--- src/rtl/fp2int_pkg.sv ---
package fp2int_pkg;

  localparam logic [2:0] CLS_ZERO = 3'd0;
  localparam logic [2:0] CLS_NUM  = 3'd1;
  localparam logic [2:0] CLS_INF  = 3'd2;
  localparam logic [2:0] CLS_QNAN = 3'd3;
  localparam logic [2:0] CLS_SNAN = 3'd4;

  typedef enum logic [1:0] {
    RM_NEAR = 2'b00,
    RM_ZERO = 2'b01,
    RM_PINF = 2'b10,
    RM_NINF = 2'b11
  } rmode_e;

  typedef struct packed {
    logic snan;
    logic invalid;
    logic rounded;
    logic inexact;
  } cvt_flags_t;

endpackage

--- src/rtl/fp2int_align.sv ---
module fp2int_align #(
  parameter int IW = 32,
  parameter int MW = 53,
  parameter int EW = 12
) (
  input  logic [EW-1:0] exp_i,
  input  logic [MW-1:0] mant_i,
  input  logic          sticky_i,
  output logic [IW-1:0] mag_o,
  output logic          guard_o,
  output logic          rest_o,
  output logic          big_o
);
  localparam int F  = MW - 1;
  localparam int AW = IW + MW;
  localparam int SW = $clog2(IW);

  logic          neg_exp;
  logic          exp_m1;
  logic [AW-1:0] stg [SW+1];

  assign neg_exp = exp_i[EW-1];
  assign exp_m1  = &exp_i;
  assign big_o   = !neg_exp && (exp_i >= EW'(IW));

  // log shifter: integer part lands in bits [F+IW-1:F]
  assign stg[0] = {{IW{1'b0}}, mant_i};
  for (genvar k = 0; k < SW; k++) begin : g_shift
    assign stg[k+1] = exp_i[k] ? (stg[k] << (2**k)) : stg[k];
  end

  always_comb begin
    if (neg_exp) begin
      mag_o   = '0;
      guard_o = exp_m1;
      rest_o  = exp_m1 ? (|mant_i[MW-2:0] | sticky_i) : 1'b1;
    end else begin
      mag_o   = stg[SW][F+IW-1:F];
      guard_o = stg[SW][F-1];
      rest_o  = |stg[SW][F-2:0] | sticky_i;
    end
  end

endmodule

--- src/rtl/fp2int_round.sv ---
module fp2int_round
  import fp2int_pkg::*;
#(
  parameter int IW = 32
) (
  input  logic [IW-1:0] mag_i,
  input  logic          guard_i,
  input  logic          rest_i,
  input  logic          sign_i,
  input  rmode_e        mode_i,
  output logic [IW:0]   mag_o,
  output logic          inexact_o,
  output logic          inc_o
);
  assign inexact_o = guard_i | rest_i;

  always_comb begin
    unique case (mode_i)
      RM_NEAR: inc_o = guard_i & (rest_i | mag_i[0]);
      RM_ZERO: inc_o = 1'b0;
      RM_PINF: inc_o = !sign_i & inexact_o;
      RM_NINF: inc_o = sign_i & inexact_o;
      default: inc_o = 1'b0;
    endcase
  end

  assign mag_o = {1'b0, mag_i} + (IW+1)'(inc_o);

endmodule

--- src/rtl/fp2int_pack.sv ---
module fp2int_pack
  import fp2int_pkg::*;
#(
  parameter int IW = 32
) (
  input  logic [2:0]    cls_i,
  input  logic          sign_i,
  input  logic          big_i,
  input  logic [IW:0]   mag_i,
  input  logic          inexact_i,
  input  logic          inc_i,
  output logic [IW-1:0] result_o,
  output cvt_flags_t    flags_o
);
  localparam logic [IW-1:0] MAX_POS = {1'b0, {(IW-1){1'b1}}};
  localparam logic [IW-1:0] MIN_NEG = {1'b1, {(IW-1){1'b0}}};

  logic [IW:0]   limit;
  logic          ovf;
  logic [IW-1:0] sat_val;

  assign limit   = {1'b0, MIN_NEG} + (IW+1)'(sign_i);
  assign ovf     = big_i || (mag_i >= limit);
  assign sat_val = sign_i ? MIN_NEG : MAX_POS;

  always_comb begin
    result_o = '0;
    flags_o  = '0;
    case (cls_i)
      CLS_ZERO: ;
      CLS_NUM: begin
        if (ovf) begin
          result_o        = sat_val;
          flags_o.invalid = 1'b1;
        end else begin
          result_o        = sign_i ? (~mag_i[IW-1:0] + 1'b1) : mag_i[IW-1:0];
          flags_o.inexact = inexact_i;
          flags_o.rounded = inc_i;
        end
      end
      CLS_INF: begin
        result_o        = sat_val;
        flags_o.invalid = 1'b1;
      end
      CLS_SNAN: begin
        result_o        = MIN_NEG;
        flags_o.invalid = 1'b1;
        flags_o.snan    = 1'b1;
      end
      default: begin
        result_o        = MIN_NEG;
        flags_o.invalid = 1'b1;
      end
    endcase
  end

endmodule

--- src/rtl/fp2int_conv.sv ---
module fp2int_conv
  import fp2int_pkg::*;
#(
  parameter int IW = 32,
  parameter int MW = 53,
  parameter int EW = 12
) (
  input  logic          clk_i,
  input  logic          rst_ni,
  input  logic          valid_i,
  output logic          ready_o,
  input  logic          sign_i,
  input  logic [2:0]    class_i,
  input  logic [EW-1:0] exp_i,
  input  logic [MW-1:0] mant_i,
  input  logic          sticky_i,
  input  logic [1:0]    rmode_i,
  input  logic          trunc_i,
  output logic          valid_o,
  input  logic          ready_i,
  output logic [IW-1:0] result_o,
  output logic          inexact_o,
  output logic          rounded_o,
  output logic          invalid_o,
  output logic          snan_o
);
  localparam logic [IW-1:0] MAX_POS = {1'b0, {(IW-1){1'b1}}};
  localparam logic [IW-1:0] MIN_NEG = {1'b1, {(IW-1){1'b0}}};

  rmode_e        mode;
  logic [IW-1:0] al_mag;
  logic          al_guard, al_rest, al_big;
  logic [IW:0]   rn_mag;
  logic          rn_inexact, rn_inc;
  logic [IW-1:0] pk_result;
  cvt_flags_t    pk_flags;
  logic          accept;
  logic [IW-1:0] result_q;
  cvt_flags_t    flags_q;
  logic          valid_q;

  assign mode = trunc_i ? RM_ZERO : rmode_e'(rmode_i);

  fp2int_align #(.IW(IW), .MW(MW), .EW(EW)) align_i (
    .exp_i    (exp_i),
    .mant_i   (mant_i),
    .sticky_i (sticky_i),
    .mag_o    (al_mag),
    .guard_o  (al_guard),
    .rest_o   (al_rest),
    .big_o    (al_big)
  );

  fp2int_round #(.IW(IW)) round_i (
    .mag_i     (al_mag),
    .guard_i   (al_guard),
    .rest_i    (al_rest),
    .sign_i    (sign_i),
    .mode_i    (mode),
    .mag_o     (rn_mag),
    .inexact_o (rn_inexact),
    .inc_o     (rn_inc)
  );

  fp2int_pack #(.IW(IW)) pack_i (
    .cls_i     (class_i),
    .sign_i    (sign_i),
    .big_i     (al_big),
    .mag_i     (rn_mag),
    .inexact_i (rn_inexact),
    .inc_i     (rn_inc),
    .result_o  (pk_result),
    .flags_o   (pk_flags)
  );

  assign ready_o = !valid_q || ready_i;
  assign accept  = valid_i && ready_o;

  always_ff @(posedge clk_i or negedge rst_ni) begin
    if (!rst_ni) begin
      valid_q  <= 1'b0;
      result_q <= '0;
      flags_q  <= '0;
    end else begin
      if (accept) begin
        valid_q  <= 1'b1;
        result_q <= pk_result;
        flags_q  <= pk_flags;
      end else if (ready_i) begin
        valid_q <= 1'b0;
      end
    end
  end

  assign valid_o   = valid_q;
  assign result_o  = result_q;
  assign inexact_o = flags_q.inexact;
  assign rounded_o = flags_q.rounded;
  assign invalid_o = flags_q.invalid;
  assign snan_o    = flags_q.snan;

  assert_zero_R1: assert property (@(posedge clk_i) disable iff (!rst_ni)
    accept && class_i == CLS_ZERO |=> result_o == '0 && !inexact_o && !rounded_o && !invalid_o && !snan_o);

  assert_sat_value_R2: assert property (@(posedge clk_i) disable iff (!rst_ni)
    valid_o && invalid_o |-> result_o == MAX_POS || result_o == MIN_NEG);

  assert_snan_inv_R3: assert property (@(posedge clk_i) disable iff (!rst_ni)
    valid_o && snan_o |-> invalid_o && result_o == MIN_NEG);

  assert_rnd_inexact_R8: assert property (@(posedge clk_i) disable iff (!rst_ni)
    valid_o && rounded_o |-> inexact_o);

  assert_no_round_flags_R9: assert property (@(posedge clk_i) disable iff (!rst_ni)
    valid_o && invalid_o |-> !inexact_o && !rounded_o);

  assert_trunc_no_inc_R10: assert property (@(posedge clk_i) disable iff (!rst_ni)
    accept && trunc_i |=> !rounded_o);

  assert_accept_valid_R11: assert property (@(posedge clk_i) disable iff (!rst_ni)
    accept |=> valid_o);

  assert_hold_R11: assert property (@(posedge clk_i) disable iff (!rst_ni)
    valid_o && !ready_i |=> valid_o && $stable(result_o) && $stable(flags_q));

endmodule

--- config.mk ---
export PLATFORM = sky130hd
export DESIGN_NAME = fp2int_conv
export DESIGN_NICKNAME = d
export VERILOG_FILES = /design/src/rtl/fp2int_pkg.sv /design/src/rtl/fp2int_align.sv /design/src/rtl/fp2int_round.sv /design/src/rtl/fp2int_pack.sv /design/src/rtl/fp2int_conv.sv
export SDC_FILE = /design/constraint.sdc
export NUM_CORES = 1
export LEC_CHECK = 0
export ABC_AREA = 1
export BUFFER_PORTS_ARGS = -buffer_cell sky130_fd_sc_hd__buf_2
export CAP_MARGIN = 10
export CORE_MARGIN = 8
export CORE_UTILIZATION = 54
export DETAILED_ROUTE_END_ITERATION = 7
export PLACE_DENSITY = 0.8
export SYNTH_ARGS = -nofsm -noshare
export SYNTH_HDL_FRONTEND = slang
export SYNTH_HIERARCHICAL = 1
export SYNTH_SLANG_ARGS = --single-unit
export TNS_END_PERCENT = 5
--- constraint.sdc ---
create_clock -name clk_i -period 0.94 [get_ports clk_i]
set_input_delay 0.047 -clock clk_i [delete_from_list [all_inputs] [get_ports clk_i]]
set_output_delay 0.047 -clock clk_i [all_outputs]
set_load 0.005 [all_outputs]
# Word level (Yosys, flattened, before mapping)
# Cells that the tools add are included.
# word_totals
reg_bits	37
latchBits	0
mem_bits_rw	0
mem_bits_ro	0
in_bits	77
wordCells	60
mem_count	0
# op_classes
n_addsub	3
multipliers	0
n_div	0
n_lt_le_gt_ge	2
n_eq_ne	6
shifts	0
n_mux	22
n_bitwise	8
reduce_logical	13
# ops
cell	count
84-bit 2-to-1 mux	3
32-bit 2-to-1 mux	4
32-bit case mux with 3 select lines	1
56-bit 2-to-1 mux	1
54-bit 2-to-1 mux	1
52-bit OR reduction	1
51-bit OR reduction	1
32-bit by 1-bit adder with 33-bit output	1
32-bit by 1-bit adder with 33-bit output (first input constant)	1
33-bit >= comparator	1
32-bit by 1-bit adder with 32-bit output (second input constant)	1
32-bit inverter	1
12-bit by 6-bit >= comparator with 1-bit output (second input constant)	1
12-bit AND reduction	1
1-bit 2-to-1 mux	7
2-bit 2-to-1 mux	3
2-bit == test (second input constant)	2
1-bit bitwise OR	4
1-bit case mux with 4 select lines	1
1-bit bitwise AND	3
3-bit by 1-bit == test with 1-bit output (second input constant)	1
3-bit by 2-bit == test with 1-bit output (second input constant)	1
3-bit == test (second input constant)	1
1-bit logical NOT	3
other kinds (7)	9

# Logic depth before layout (Yosys ltp)
# depth
word_depth	17
depth_mapped	44
ltp_nobuf	42

# Hierarchy
# Netlist, hierarchy kept.
# modules_own_cells
mod	n_inst	cells_per_inst	area_per_inst_um2
fp2int_align	1	656	2972.9
fp2int_conv	1	163	1620.3
fp2int_pack	1	352	1612.8
fp2int_round	1	204	994.7

# Worst setup path after synthesis
# Ideal clock, no wire load.
# synth_path
path_type	input port to flip-flop
start	input exp_i[2]
end	register result_q[17] (netlist: result_o[17])
setup_ns	0.065
arrival_time_ns	3.788
required_time_ns	0.875
setup_slack_ns	-2.913
stages	36
n_path_buf	3
path_cell_list	buf_2 inv_2 clkbuf_1 nand3_1 nand2_1 nand2_1 nand2_1 nor2_1 nand2_1 nand2_1 nand3_1 nor2_1 nand3_1 nand2_1 inv_1 nor2_1 o31ai_1 ha_1 nand2_1 nor2_4 nand2_1 nor2_4 xor2_1 nor2_2 nand2_1 nor2_1 nand2_1 nor2_1 nor2_1 nand2_4 nand2_2 nand2_4 buf_6 o21ai_1 nand3_2 nand2_1
# synth_between
elab_chain_len	15
elab_cells_between_ends	26
classes_between	2 x add/sub; 2 x order compare; 11 x mux; 7 x bitwise; 4 x reduce/logical
# synth_rtl
item	line	text
start, declared	fp2int_conv.sv:14	input logic [EW-1:0] exp_i,
84-bit 2-to-1 mux (3 in series)	fp2int_align.sv:29	assign stg[k+1] = exp_i[k] ? (stg[k] << (2**k)) : stg[k];
51-bit OR reduction	fp2int_align.sv:40	rest_o = |stg[SW][F-2:0] | sticky_i;
1-bit bitwise OR	fp2int_align.sv:40	
1-bit 2-to-1 mux *	fp2int_align.sv:33	if (neg_exp) begin
net al_rest	fp2int_conv.sv:32	logic al_guard, al_rest, al_big;
1-bit bitwise OR (on tied branches)	fp2int_round.sv:15, fp2int_round.sv:19	
1-bit bitwise AND (on tied branches)	fp2int_round.sv:22, fp2int_round.sv:19, fp2int_round.sv:21	
1-bit case mux with 4 select lines *	fp2int_round.sv:18	unique case (mode_i)
net rn_inc	fp2int_conv.sv:34	logic rn_inexact, rn_inc;
32-bit by 1-bit adder with 33-bit output *	fp2int_round.sv:27	assign mag_o = {1'b0, mag_i} + (IW+1)'(inc_o);
net rn_mag[13]	fp2int_conv.sv:33	logic [IW:0] rn_mag;
32-bit inverter	fp2int_pack.sv:36	result_o = sign_i ? (~mag_i[IW-1:0] + 1'b1) : mag_i[IW-1:0];
32-bit by 1-bit adder with 32-bit output	fp2int_pack.sv:36	
32-bit 2-to-1 mux	fp2int_pack.sv:36	
32-bit 2-to-1 mux *	fp2int_pack.sv:32	if (ovf) begin
32-bit case mux with 3 select lines *	fp2int_pack.sv:29	case (cls_i)
net pk_result[17]	fp2int_conv.sv:35	logic [IW-1:0] pk_result;
end signal, assigned	fp2int_conv.sv:87	result_q <= pk_result;
end, declared	fp2int_conv.sv:38	logic [IW-1:0] result_q;
# Mark *: on every way through the listed nets, which the timed path passes. The rest lies on a longest branch.
# A chain may end at the register's enable or synchronous reset.

# Worst setup path after layout
# layout_path
start	input exp_i[0]
end	register result_q[27] (netlist: result_o[27])
# layout_between
elab_chain_len	17
elab_cells_between_ends	28
classes_between	2 x add/sub; 2 x order compare; 13 x mux; 7 x bitwise; 4 x reduce/logical
# layout_rtl
item	line	text
54-bit 2-to-1 mux	fp2int_align.sv:29	
56-bit 2-to-1 mux	fp2int_align.sv:29	
84-bit 2-to-1 mux (3 in series)	fp2int_align.sv:29	
51-bit OR reduction	fp2int_align.sv:40	
1-bit bitwise OR	fp2int_align.sv:40	
1-bit 2-to-1 mux *	fp2int_align.sv:33	
net al_rest	fp2int_conv.sv:32	
1-bit bitwise OR *	fp2int_round.sv:15	assign inexact_o = guard_i | rest_i;
net rn_inexact	fp2int_conv.sv:34	
[... 2 more ...]	-	
net rn_inc	fp2int_conv.sv:34	
32-bit by 1-bit adder with 33-bit output *	fp2int_round.sv:27	
net rn_mag[10]	fp2int_conv.sv:33	
32-bit inverter	fp2int_pack.sv:36	
32-bit by 1-bit adder with 32-bit output	fp2int_pack.sv:36	
32-bit 2-to-1 mux	fp2int_pack.sv:36	
32-bit 2-to-1 mux *	fp2int_pack.sv:32	
32-bit case mux with 3 select lines *	fp2int_pack.sv:29	
net pk_result[27]	fp2int_conv.sv:35	
# Marked as above.

==> insert_results.sql <==
INSERT INTO impl_metrics (metric_group, metric, value, unit) VALUES
('worst_setup_path', 'worstPathRequired', '1.17', 'ns'),
('pwr', 'worst_ir_drop_vdd', '0.000716', 'V'),
('clock_network', 'clkTransAtPathRegs', '0.06', 'ns'),
('worst_setup_path', 'worstRegToRegCells', '5', ''),
('pwr', 'power.static_leakage', '5.86', 'nW'),
('cells_and_area', 'layoutNonFillerInstCount', '1890', ''),
('clock_network', 'cts_buffer_count', '5', ''),
('logic_synthesis', 'ys.warnings.count', '6', ''),
('logic_synthesis', 'synthesized_net_count', '1456', ''),
('worst_setup_path', 'crit_top_cell', 'nand2_1', ''),
('worst_setup_path', 'timing_worst_setup_path_type', 'in -> reg', ''),
('sta', 'setup-violations-final', '37', ''),
('min_path', 'hold_end', 'snan_o', ''),
('sta', 'setup_repair_after_global_routing_missed_its_margin', 'true', ''),
('status', 'run_status', 'finished with violations', ''),
('route', 'drtIter0Drc', '1325', ''),
('global_route', 'grt_antenna_before_repair', '0', ''),
('clock_network', 'htreeDepth', '2', ''),
('clock_network', 'cts_sinks', '37', ''),
('sta', 'report.final.slew_viol_count', '0', ''),
('sta', 'max_freq', '233', 'MHz'),
('die', 'initial_core_util', '54.8', '%'),
('sta', 'holdWs', '0.131', 'ns'),
('sta', 'fin_worst_skew', '0.00677', 'ns'),
('logic_synthesis', 'synth_area_leader_cell', 'nand2_1', ''),
('place', 'gpl.final_weighted_congestion', '1.06', ''),
('cells_and_area', 'design.final.nets', '1794', ''),
('logic_synthesis', 'synthDominantCellAreaShare', '29.5', '%'),
('route', 'viasPerCell', '5.98', ''),
('place', 'detailedPlacementHpwl', '22.8', 'mm'),
('clock_network', 'cts-root-to-sink-buffers', '2', ''),
('die', 'die-area', '17300', 'um2'),
('min_path', 'hold_depth', '4', ''),
('sta', 'worst_slack', '-3.35', 'ns'),
('clock_network', 'ctsRootBufferMaster', 'clkbuf_16', ''),
('sta', 'final_min_period_over_clock_period', '456', '%'),
('logic_synthesis', 'synthFlopType', 'dfrtp_1', ''),
('logic_synthesis', 'synth.avg_cell_area', '5.24', 'um2'),
('sta', 'timing_hold_violations_final', '0', ''),
('logic_synthesis', 'synth_async_sr_flop_share', '100', '%'),
('worst_setup_path', 'cp-start-kind', 'input port', ''),
('global_route', 'grt_first_pass_wirelength', '46.5', 'mm'),
('job', 'max_cap_viol_count', '0', ''),
('route', 'drt_wl_total', '32.5', 'mm'),
('worst_setup_path', 'cp_max_fo', '7', ''),
('logic_synthesis', 'post_synth_num_cell_types', '43', ''),
('place', 'port-buffer-count', '114', ''),
('cells_and_area', 'num_antenna_cells', '0', ''),
('logic_synthesis', 'synthCells', '1375', ''),
('min_path', 'worst_hold_path_type', 'in -> reg', ''),
('sta', 'timing.slew.headroom', '67.0', '%'),
('logic_synthesis', 'yosysSeqAreaShare', '12.9', '%'),
('global_route', 'grt.overflow.total', '0', ''),
('status', 'failed_checks', 'setup timing', ''),
('logic_synthesis', 'synth.top_cells.by_area', 'nand2_1 (30%), nand3_1 (17%), dfrtp_1 (13%)', ''),
('sta', 'period_needed', '4.29', 'ns'),
('worst_setup_path', 'timing.rr.start', 'valid_o', ''),
('clock_network', 'cts_tree', 'done', ''),
('logic_synthesis', 'synth-seq-cells', '37', ''),
('logic_synthesis', 'synth-edff-count', '0', ''),
('global_route', 'largest_net_degree_at_the_start_of_global_routing', '50', ''),
('pwr', 'post-layout-total-power', '0.00934', 'W'),
('cells_and_area', 'final_layout_size_suffix_gt1_share', '39.6', '%'),
('route', 'detail_route.wl_per_cell', '17.2', 'um'),
('cells_and_area', 'area_delta_synth_final', '54.8', '%'),
('pwr', 'cellPowerDensity', '838', 'nW/um2'),
('die', 'chipWidth', '131', 'um'),
('worst_setup_path', 'cpMaxStageDelayCell', 'or2_4', ''),
('route', 'via_count', '11300', ''),
('die', 'die_height', '131', 'um'),
('sta', 'setup_tns', '-113.70', 'ns');
[power by group]
group	switching, W	leakage [nW]	internal (W)
Clock	0.000660	0.0702	0.000985
Sequential	0.0000883	0.494	0.00174
Combinational	0.00336	5.29	0.00251
Total	0.00411	5.86	0.00524
[layout make-up]
cell class                      instances  area, um2
Inverter                               73        324
Timing Repair inverter                  1       11.3
Clock buffer                            5        125
Fill cell                             822       1990
Timing Repair Buffer                  399       3070
Sequential cell                        37        926
Tap cell                              176        220
Clock inverter                          3       21.3
Multi-Input combinational cell       1196       6450
[how the worst max path moves through the flow]
stage,start,endpoint,slack [ns],cells past startpoint
floorplan,exp_i[1],result_o[10],-2.64,39
global placement,exp_i[0],result_o[16],-3.44,30
detailed placement,exp_i[0],result_o[28],-3.62,30
CTS,exp_i[0],result_o[16],-3.10,40
global route,exp_i[0],result_o[27],-3.64,39
finish,exp_i[0],result_o[27],-3.35,39
[critical path, delay by kind of cell]
| kind | cells | cell delay (ns) |
|---|---|---|
| and+or+nand+nor | 29 | 2.97 |
| buffers and inverters | 6 | 0.75 |
| AOI/OAI and AO/OA | 2 | 0.31 |
| adders and majority gates | 1 | 0.20 |
| xor gates and xnor gates | 1 | 0.20 |
[through the flow]
stage / utilization [%] / worst slack, ns / instance area [um2]
2_1_floorplan: - / -2.64 / 7460
3_3_place_gp: 75.0 / -3.44 / 9850
3_5_place_dp: 75.0 / -3.62 / 9850
4_1_cts: 77.6 / -3.10 / 10200
5_1_grt: 84.8 / -3.64 / 11100
6_report: 84.8 / -3.35 / 11100
[cell usage after synthesis (8+ instances only)]
cell      number
clkbuf_1      11
nor2_4         8
xnor2_1       10
nor2_2         9
nor2_1       159
nand2_1      566
dfrtp_1       37
buf_4         12
buf_6         12
buf_1         11
buf_2         21
nand4_1       15
nand3_2       21
o21ai_0       38
nand3b_1      11
inv_1         63
o21ai_1       28
xor2_1        21
nor4_1        13
nand3_1      242
[layer usage]
| layer | share of wire [%] | GRT usage, % |
|---|---|---|
| met5 | 0 | 0 |
| met4 | 7.5 | 13.1 |
| met3 | 10 | 4.42 |
| met2 | 45 | 54.9 |
| met1 | 37 | 38.0 |
[sequential cells by signal, summed over array words and instances, names as in the netlist]
name       count
inexact_o      1
invalid_o      1
result_o      32
rounded_o      1
snan_o         1
valid_o        1
[cells in the final DEF, fill, tap and decap left out, drive strengths merged]
master | synthesis | routed
nand2 | 575 | 576
buf | 58 | 393
nand3 | 263 | 263
nor2 | 176 | 176
inv | 71 | 72
o21ai | 66 | 66
dfrtp | 37 | 37
xor2 | 21 | 21
nand4 | 15 | 15
nor4 | 13 | 13
nand3b | 11 | 11
clkbuf | 12 | 10
xnor2 | 10 | 10
a21oi | 9 | 9
nor3 | 8 | 8
o22ai | 7 | 7
or2 | 5 | 5
clkinv | 2 | 4
ha | 4 | 4
o211ai | 3 | 3
and2 | 3 | 3
a31oi | 1 | 1
or3 | 1 | 1
o41ai | 1 | 1
clkinvlp | 0 | 1
dlygate4sd3 | 0 | 1
nor3b | 1 | 1
a21o | 1 | 1
o31ai | 1 | 1
[repair_timing]
| item | in CTS | in global routing |
|---|---|---|
| hold buffers | 1 | 0 |
| setup buffers | 4 | 7 |
| pin swaps | 12 | 62 |
| gates resized for setup | 37 | 198 |
| cloned | 1 | 8 |
| endpoints found under the hold margin | 37 | 0 |
| endpoints found under the setup margin | 37 | 37 |
[logic make-up (layout without fill, tap and decap cells)]
kind of cell,count (synthesis),count (layout),share of synthesized area [%]
and+or+nand+nor,1071,1072,65.9
buffers and inverters,143,481,10.1
adders and majority gates,4,4,0.695
AOI/OAI and AO/OA,89,89,6.76
xor gates and xnor gates,31,31,3.77
DFF,37,37,12.9
(Power assumes the default switching activity.)
